--- src/rtl/bcd_alarm_pkg.sv ---
package bcd_alarm_pkg;
  localparam int unsigned DIGIT_W = 4;
  typedef logic [DIGIT_W-1:0] digit_t;
  typedef enum logic [1:0] {
    MODE_IDLE = 2'd0,
    MODE_HOUR = 2'd1,
    MODE_MIN  = 2'd2
  } mode_e;
  typedef struct packed {
    digit_t tens;
    digit_t ones;
  } bcd2_t;
endpackage

--- src/rtl/bcd_edge_detect.sv ---
module bcd_edge_detect #(
  parameter int unsigned N = 3
) (
  input  logic         clk_i,
  input  logic         rst_ni,
  input  logic [N-1:0] lvl_i,
  output logic [N-1:0] rise_o
);
  logic [N-1:0] cur_q, prev_q;
  always_ff @(posedge clk_i or negedge rst_ni) begin
    if (!rst_ni) begin
      cur_q  <= '0;
      prev_q <= '0;
    end else begin
      cur_q  <= lvl_i;
      prev_q <= cur_q;
    end
  end
  assign rise_o = cur_q & ~prev_q;
endmodule

--- src/rtl/bcd_field_step.sv ---
module bcd_field_step
  import bcd_alarm_pkg::*;
#(
  parameter int unsigned MAX_TENS = 2,
  parameter int unsigned MAX_ONES = 3
) (
  input  logic  clk_i,
  input  logic  rst_ni,
  input  logic  en_i,
  input  logic  inc_i,
  input  logic  dec_i,
  output bcd2_t val_o
);
  localparam digit_t TOP_T = digit_t'(MAX_TENS);
  localparam digit_t TOP_O = digit_t'(MAX_ONES);

  bcd2_t val_q, nxt;

  always_comb begin
    nxt = val_q;
    if (en_i && inc_i) begin
      if (val_q.tens == TOP_T && val_q.ones == TOP_O) begin
        nxt = '0;
      end else if (val_q.ones == digit_t'(9)) begin
        nxt.ones = '0;
        nxt.tens = val_q.tens + digit_t'(1);
      end else begin
        nxt.ones = val_q.ones + digit_t'(1);
      end
    end else if (en_i && dec_i) begin
      if (val_q.tens == '0 && val_q.ones == '0) begin
        nxt.tens = TOP_T;
        nxt.ones = TOP_O;
      end else if (val_q.ones == '0) begin
        nxt.ones = digit_t'(9);
        nxt.tens = val_q.tens - digit_t'(1);
      end else begin
        nxt.ones = val_q.ones - digit_t'(1);
      end
    end
  end

  always_ff @(posedge clk_i or negedge rst_ni) begin
    if (!rst_ni) val_q <= '0;
    else         val_q <= nxt;
  end

  assign val_o = val_q;
endmodule

--- src/rtl/bcd_alarm_setter.sv ---
module bcd_alarm_setter
  import bcd_alarm_pkg::*;
(
  input  logic       clk_i,
  input  logic       rst_ni,
  input  logic       set_i,
  input  logic       up_i,
  input  logic       down_i,
  input  logic       arm_i,
  input  logic [3:0] now_hr_tens_i,
  input  logic [3:0] now_hr_ones_i,
  input  logic [3:0] now_mn_tens_i,
  input  logic [3:0] now_mn_ones_i,
  output logic [1:0] mode_o,
  output logic [3:0] alm_hr_tens_o,
  output logic [3:0] alm_hr_ones_o,
  output logic [3:0] alm_mn_tens_o,
  output logic [3:0] alm_mn_ones_o,
  output logic       buzz_o
);
  localparam int unsigned NBTN = 3;

  logic [NBTN-1:0] rise;
  logic            set_p, up_p, dn_p;
  mode_e           mode_q, mode_d;
  bcd2_t           hr, mn;

  bcd_edge_detect #(.N(NBTN)) u_edges (
    .clk_i  (clk_i),
    .rst_ni (rst_ni),
    .lvl_i  ({down_i, up_i, set_i}),
    .rise_o (rise)
  );
  assign set_p = rise[0];
  assign up_p  = rise[1];
  assign dn_p  = rise[2];

  always_comb begin
    mode_d = mode_q;
    if (set_p) begin
      unique case (mode_q)
        MODE_IDLE: mode_d = MODE_HOUR;
        MODE_HOUR: mode_d = MODE_MIN;
        default:   mode_d = MODE_IDLE;
      endcase
    end
  end

  always_ff @(posedge clk_i or negedge rst_ni) begin
    if (!rst_ni) mode_q <= MODE_IDLE;
    else         mode_q <= mode_d;
  end

  // increment has priority inside the stepper
  bcd_field_step #(.MAX_TENS(2), .MAX_ONES(3)) u_hour (
    .clk_i  (clk_i),
    .rst_ni (rst_ni),
    .en_i   (mode_q == MODE_HOUR),
    .inc_i  (up_p),
    .dec_i  (dn_p),
    .val_o  (hr)
  );

  bcd_field_step #(.MAX_TENS(5), .MAX_ONES(9)) u_min (
    .clk_i  (clk_i),
    .rst_ni (rst_ni),
    .en_i   (mode_q == MODE_MIN),
    .inc_i  (up_p),
    .dec_i  (dn_p),
    .val_o  (mn)
  );

  assign mode_o        = mode_q;
  assign alm_hr_tens_o = hr.tens;
  assign alm_hr_ones_o = hr.ones;
  assign alm_mn_tens_o = mn.tens;
  assign alm_mn_ones_o = mn.ones;

  assign buzz_o = arm_i &&
                  hr.tens == now_hr_tens_i && hr.ones == now_hr_ones_i &&
                  mn.tens == now_mn_tens_i && mn.ones == now_mn_ones_i;
endmodule

--- config.mk ---
export PLATFORM = sky130hd
export DESIGN_NAME = bcd_alarm_setter
export DESIGN_NICKNAME = d
export VERILOG_FILES = /design/src/rtl/bcd_alarm_pkg.sv /design/src/rtl/bcd_edge_detect.sv /design/src/rtl/bcd_field_step.sv /design/src/rtl/bcd_alarm_setter.sv
export SDC_FILE = /design/constraint.sdc
export NUM_CORES = 1
export LEC_CHECK = 0
export ABC_CLOCK_PERIOD_IN_PS = 2100
export BUFFER_PORTS_ARGS = -buffer_cell sky130_fd_sc_hd__buf_4
export CAP_MARGIN = 20
export CORE_MARGIN = 4
export CORE_UTILIZATION = 54
export CTS_CLUSTER_DIAMETER = 200
export DETAILED_ROUTE_END_ITERATION = 12
export GPL_ROUTABILITY_DRIVEN = 0
export HOLD_SLACK_MARGIN = 0.15
export PLACE_DENSITY = 0.8
export SYNTH_ARGS = -nofsm -noshare
export SYNTH_HDL_FRONTEND = slang
export SYNTH_SLANG_ARGS = --single-unit
--- constraint.sdc ---
create_clock -name clk_i -period 2.1 [get_ports clk_i]
set_input_delay 0.42 -clock clk_i [delete_from_list [all_inputs] [get_ports clk_i]]
set_output_delay 0.42 -clock clk_i [all_outputs]
set_load 0.02 [all_outputs]
==> impl_metrics.tcl, run 1 <==
set metrics [dict create \
    status "finished with violations" \
    violations "negative setup slack" \
    final_common_cell "buf_4" \
    finalCritPeriodShare_pct 101 \
    cts.htree.levels 1 \
    worstSkewPairLatency_ns 0.32 \
    path_clk_slew_ns 0.15 \
    final-seq-area_um2 606 \
    coreArea_um2 3150 \
    ys_types 52 \
    min_path_type "input port to flip-flop" \
    track_usage_pct 21.5 \
    synth_nets 240 \
    wl_per_cell_um 14.8 \
    die_h_um 66.5 \
    cp_max_fo 12 \
    grt_pass1_wl_um 7360 \
    mostFrequentLayoutCells "buf_4, dfrtp_1, nand2_1" \
    reg2reg_from "u_hour.val_o[0]" \
    fmax_mhz 472 \
    fin_ws_ns -0.0190 \
    vias 1742 \
    max_cap_violations 0 \
    synth_edf_count 0 \
    drive_gt1_share_pct 29.2 \
    min_from "down_i" \
    firstDrtPassIters 4 \
    critical_path_class "flip-flop to output port" \
    crit_required_ns 1.68 \
    slew_headroom_pct 45.3 \
    grt_pass1_vias 1651 \
    finalSetupTns_ns -0.0190 \
    fill_cells 263 \
    grt-ovfl-total 0 \
    hpwl_um 3300 \
    syn_avg_cell_area_um2 8.96 \
    synth_fa_ha_area_share_pct 8.14 \
    synth_seq_cells 24 \
    dieArea_um2 4420 \
    fin_worst_skew_ns 0.00443 \
    grt_max_degree 25 \
    synth.area.mux_share_pct 1.69 \
    pwr_density_cell_nw_per_um2 1320 \
    p_leak_nw 1.04 \
    fin_nets 292 \
    antenna_found_initial 0 \
    end_kind "output port" \
    cts_root_buf "clkbuf_4" \
    synthFlopType "dfrtp_1" \
    vdd_drop_max_mv 0.770 \
    maxSlewViolCount 0 \
    start_util_pct 58.5 \
    die_w_um 66.5 \
    hold_violations 0 \
    port_buffers 40 \
    cp-startpoint "u_hour.val_o[2]" \
    min_period_ns 2.12 \
    io_pins 41 \
    reg2reg_slack_ns 0.16 \
    yosys.area_share.xor_xnor_pct 7.59 \
    timing.rr.end "u_hour.val_o[6]" \
    syn2layout_area_growth_pct 26.4 \
    start_kind "flip-flop" \
    antennaDiodeCount 0 \
    drc_errors 0 \
    cts_sinks 24 \
    synth_compound_area_share_pct 20.3 \
    netlist_area_um2 1850 \
    numCtsBuffers 3 \
    clock_path_buffers 2 \
    holdPathEnd "u_edges.cur_q[2]" \
    instances_no_fill 301 \
    worst_slew_pin_slew_ns 0.818 \
    hold_path_depth 1 \
    synth-async-reset-ratio_pct 100 \
    multi_input_area_um2 1150 \
    drtAntennaViolNets 0 \
    synthCells 206 \
    cts_tree "done" \
    reg2reg_depth 7 \
    fin_util_pct 74.0 \
    num_rows 20 \
    drtIter0Drc 120 \
    dp.cells 293 \
    grt_setup_unrepaired "yes" \
    drt_wl_total_um 4460 \
    drt-vias-per-instance 5.79 \
    yosys.area_share.simple_pct 24.3 \
    ys_seq_area_share_pct 32.5 \
    setup_viol 1 \
    synth_top_family_by_area "simple AND/OR/NAND/NOR gates" \
    worstPathArrival_ns 1.70 \
    synth_warnings 0 \
]
## worst max-delay path, cell delays in order (launching register included)
cell,delay [ns]
dfrtp_2,0.52
xnor2_1,0.22
nand4_1,0.14
nor4_2,0.30
buf_4,0.19
## sequential cells by signal, summed over array words and instances, names as in the netlist
| signal | flops |
|---|---|
| mode_o | 2 |
| u_edges.cur_q | 3 |
| u_hour.val_o | 8 |
| u_edges.prev_q | 3 |
| u_min.val_o | 8 |
## metrics by stage
stage / setup WS, ns / power (mW) / cell area, µm² / hold WS, ns
final: -0.0190 / 3.07 / 2330 / 0.189
after CTS: -0.0268 / 3.05 / 2320 / 0.180
after detailed placement: 0.130 / 2.66 / 2240 / 0.344
after global routing: -0.156 / 3.31 / 2330 / 0.165
after floorplan: 0.0468 / 2.06 / 1850 / 0.124
after global placement: 0.192 / 2.63 / 2240 / 0.344
## logic make-up after synthesis
kind of cell               Yosys count
muxes                                3
buffers and inverters               21
xor gates and xnor gates            16
AOI/OAI and AO/OA                   56
and+or+nand+nor                     74
DFF                                 24
adders and majority gates           12
## layout make-up
| cell class | instances | share of cell area (%) |
|---|---|---|
| Timing Repair Buffer | 56 | 18.1 |
| Multi-Input combinational cell | 161 | 49.4 |
| Tap cell | 44 | 2.36 |
| Clock inverter | 1 | 1.29 |
| Clock buffer | 3 | 0.966 |
| Inverter | 12 | 1.93 |
| Sequential cell | 24 | 26.0 |
## Yosys cell counts, types with 5 or more instances
| cell type | n | share of area (%) |
|---|---|---|
| dfrtp_1 | 24 | 33 |
| a21oi_1 | 11 | 3.0 |
| xnor2_1 | 12 | 5.7 |
| nor2_1 | 14 | 2.8 |
| buf_2 | 5 | 1.4 |
| nand2_1 | 15 | 3.1 |
| o21ai_0 | 7 | 1.9 |
| nand3_1 | 8 | 2.2 |
| inv_1 | 12 | 2.4 |
| a31oi_1 | 6 | 2.0 |
| ha_1 | 12 | 8.1 |
| o21ai_1 | 9 | 2.4 |
## worst max path at each step
stage | slack [ns] | end | cells after the start
after floorplan | 0.05 | buzz_o | 5
after CTS | -0.03 | buzz_o | 5
final | -0.02 | buzz_o | 4
after detailed placement | 0.13 | buzz_o | 6
after global routing | -0.16 | buzz_o | 5
after global placement | 0.19 | buzz_o | 6
## report_power, final
part / leakage (nW) / switching [mW] / internal [mW]
clock network: 0.0279 / 0.157 / 0.193
logic: 0.726 / 1.01 / 0.879
registers: 0.287 / 0.214 / 0.616
## timing repair
item                                    4_1_cts  5_1_grt
pin swaps                                     4        0
resized for setup                             4        1
endpoints found under the setup margin        1        4
setup buffers                                 2        1
hold buffers                                  1        0
hold endpoints to repair                     24        0
## metal layers
metal  vias to the layer above  part of all wire [%]  track usage [%]  wire length [µm]
met1                       834                    46             29.0              2070
li1                        846                     -                -                 -
met2                        54                    46             34.7              2030
met5                         -                     0                0                 0
met3                         8                   6.4             3.37               285
met4                         0                   1.5             7.87                66
No activity file was read; power rests on OpenSTA's default activity.
==> inputs of run 2 (changes only) <==
ABC_AREA = 1   (was unset)
CORE_UTILIZATION = 55   (was 54)
==> run 2 against run 1 <==
  * Largest power group unchanged
  * Design area up 6.6%
  * Fmax grew 9.7%
  * Worst hold slack better by 0.060 ns
  * Sequential power is 16% higher
  * The run now ends clean
  * Critical path depth increased by 4
  * Via count increased by 15%
  * Combinational power grew 9%
  * Critical endpoint unchanged
  * Final cell count grew 29%
  * Clock-buffer cell count unchanged
==> impl_metrics.tcl, run 2 <==
set metrics [dict create \
    coreArea_um2 3470 \
    swShare_pct 50.1 \
    die_w_um 69.3 \
    fmax_mhz 517 \
    drive_gt1_share_pct 25.2 \
    synth_top_cell_by_area "dfrtp_1" \
    grt_max_degree 25 \
    critical_path_class "flip-flop to output port" \
    synthFlopType "dfrtp_1" \
    syn2layout_area_growth_pct 20.4 \
    end_kind "output port" \
    firstDrtPassIters 4 \
    hold_violations 0 \
    slew_headroom_pct 69.0 \
    fin_worst_skew_ns 0.00275 \
    final_common_cell "nand2_1" \
    ys_seq_area_share_pct 29.1 \
    max_stage_delay_ns 0.48 \
    cts_sinks 24 \
    drt-vias-per-instance 5.16 \
    worst_slew_pin_slew_ns 0.465 \
    fin_nets 376 \
    ys_types 27 \
    top_layer "met4" \
    cts_tree "done" \
    wl_met1_um 2130 \
    grt_pass1_wl_um 8540 \
    synth_seq_cells 24 \
    synth_warnings 0 \
    synth_nets 333 \
    antenna_found_initial 0 \
    min_period_ns 1.93 \
    worstPathArrival_ns 1.51 \
    mostFrequentLayoutCells "nand2_1, buf_4, inv_1" \
    num_rows 21 \
    synth-async-reset-ratio_pct 100 \
    port_buffers 40 \
    fin_util_pct 71.7 \
    p_seq_share_pct 28.0 \
    netlist_area_um2 2060 \
    pwr_density_cell_nw_per_um2 1380 \
    hpwl_um 3760 \
    p_leak_nw 1.36 \
    clockPowerShare_pct 12.1 \
    track_usage_pct 21.3 \
    cp_slowest_cell "dfrtp_2" \
    dieArea_um2 4800 \
    io_pins 41 \
    path_clk_slew_ns 0.09 \
    crit_required_ns 1.68 \
    grt-ovfl-total 0 \
    netlist.area_leader.share_pct 29.1 \
    synth_edf_count 0 \
    met3_wirelength_um 235 \
    clock_path_buffers 2 \
    drt_wl_total_um 4900 \
    cp_max_fo 7 \
    start_util_pct 59.5 \
    finalSetupTns_ns 0 \
    p_sw_mw 1.72 \
    drtIter0Drc 155 \
    maxSlewViolCount 0 \
    die_h_um 69.3 \
    setup_viol 0 \
    numCtsBuffers 3 \
    wl_per_cell_um 12.7 \
    status "finished, final reports clean" \
    synth_area_leaders "dfrtp_1, nand2_1, ha_1" \
    synthCells 299 \
    route.met2.wl_um 2470 \
    start_kind "flip-flop" \
    ys_top_cells_by_count "nand2_1, inv_1, nand3_1" \
    grt_setup_unrepaired "no" \
    combPwrFrac_pct 59.9 \
    worstSkewPairLatency_ns 0.27 \
    vias 1995 \
    drtAntennaViolNets 0 \
    yosysMostFrequentCell "nand2_1" \
    vdd_drop_max_mv 0.748 \
    finalCritPeriodShare_pct 92.0 \
    cts.htree.levels 1 \
    antennaDiodeCount 0 \
    min_path_type "input port to flip-flop" \
    max_cap_violations 0 \
    cts_root_buf "clkbuf_8" \
    crit_chain "inv_1 > o21ai_0 > inv_1 > nand2_1 > nor2_1 > nand3_1 > nor2_1 > buf_4" \
    syn_avg_cell_area_um2 6.90 \
    drc_errors 0 \
    intPower_mw 1.72 \
    grt_pass1_vias 1974 \
]
[run 2: cell types whose count changed in the layout (fill, tap and decap cells not counted), moves of 6 or more]
cell / before / now
nor2_4: 0 / 6
inv_2: 0 / 9
nand2_2: 0 / 7
a21oi_1: 11 / 5
o21ai_0: 7 / 13
nand3_1: 8 / 26
nor2_1: 14 / 22
xnor2_1: 12 / 4
nand2_1: 15 / 99
a31oi_1: 6 / 0
buf_4: 55 / 43
inv_1: 12 / 31
o21ai_1: 9 / 1
[run 2: cells by family (layout without fill, tap and decap cells)]
family	after synthesis	after routing	synth area share, %
and+or+nand+nor	180	180	42.2
AOI/OAI and AO/OA	23	23	6.00
xor gates and xnor gates	13	13	5.52
DFF	24	24	29.1
adders and majority gates	12	12	7.27
buffers and inverters	47	89	9.88
[run 2: area by class of cell]
cell class,instances,area [µm²]
fill,312,982
inverter,41,159
timing repair buffer,44,333
sequential,24,606
clock buffer,3,41.3
multi-input combinational,228,1260
clock inverter,1,30.0
tap,46,57.6
[run 2: final timing paths]
check	start	end	slack, ns	cells after the start
max	u_min.val_o[3]	buzz_o	0.17	8
min	set_i	u_edges.cur_q[0]	0.25	1
max reg2reg	u_hour.val_o[4]	u_hour.val_o[4]	0.51	9
min reg2reg	u_edges.cur_q[0]	u_edges.prev_q[0]	0.38	0
max in group asynchronous	rst_ni	u_min.val_o[3]	1.25	2
min in group asynchronous	rst_ni	u_min.val_o[2]	0.58	2
[run 2: layer usage]
layer | vias up | global-route usage, %
met5 | - | 0
met4 | 0 | 6.51
met3 | 8 | 3.04
met2 | 56 | 38.9
met1 | 909 | 25.5
li1 | 1022 | -
[run 2: power groups by stage]
stage                     Combinational, mW  Clock [mW]  Sequential, mW
after floorplan                        1.39           0            1.02
after global placement                 1.97           0           0.946
after detailed placement               2.01           0           0.960
after CTS                              2.03       0.420           0.951
after global routing                   2.33       0.446            1.00
final                                  2.06       0.416           0.962
[run 2: critical path, delay by kind of cell, from the launching register on]
| family | cells | cell delay, ns |
|---|---|---|
| buf+inv | 3 | 0.34 |
| simple gates | 4 | 0.33 |
| flops | 1 | 0.48 |
| compound gates | 1 | 0.09 |
[run 2: repair_timing]
action / in CTS / in global routing
hold buffers: 1 / 0
setup endpoints to repair: 0 / 1
setup buffers: 0 / 2
gates resized for setup: 0 / 6
hold endpoints to repair: 24 / 0
[run 2: through the flow]
step	instance area (µm²)	setup slack [ns]	std cells	power (mW)	hold slack [ns]
CTS	2470	0.0785	385	3.40	0.248
global route	2490	0.0154	387	3.78	0.238
detailed placement	2380	0.384	380	2.97	0.346
finish	2490	0.168	387	3.44	0.249
floorplan	2060	0.384	299	2.41	0.124
global placement	2380	0.418	380	2.92	0.341
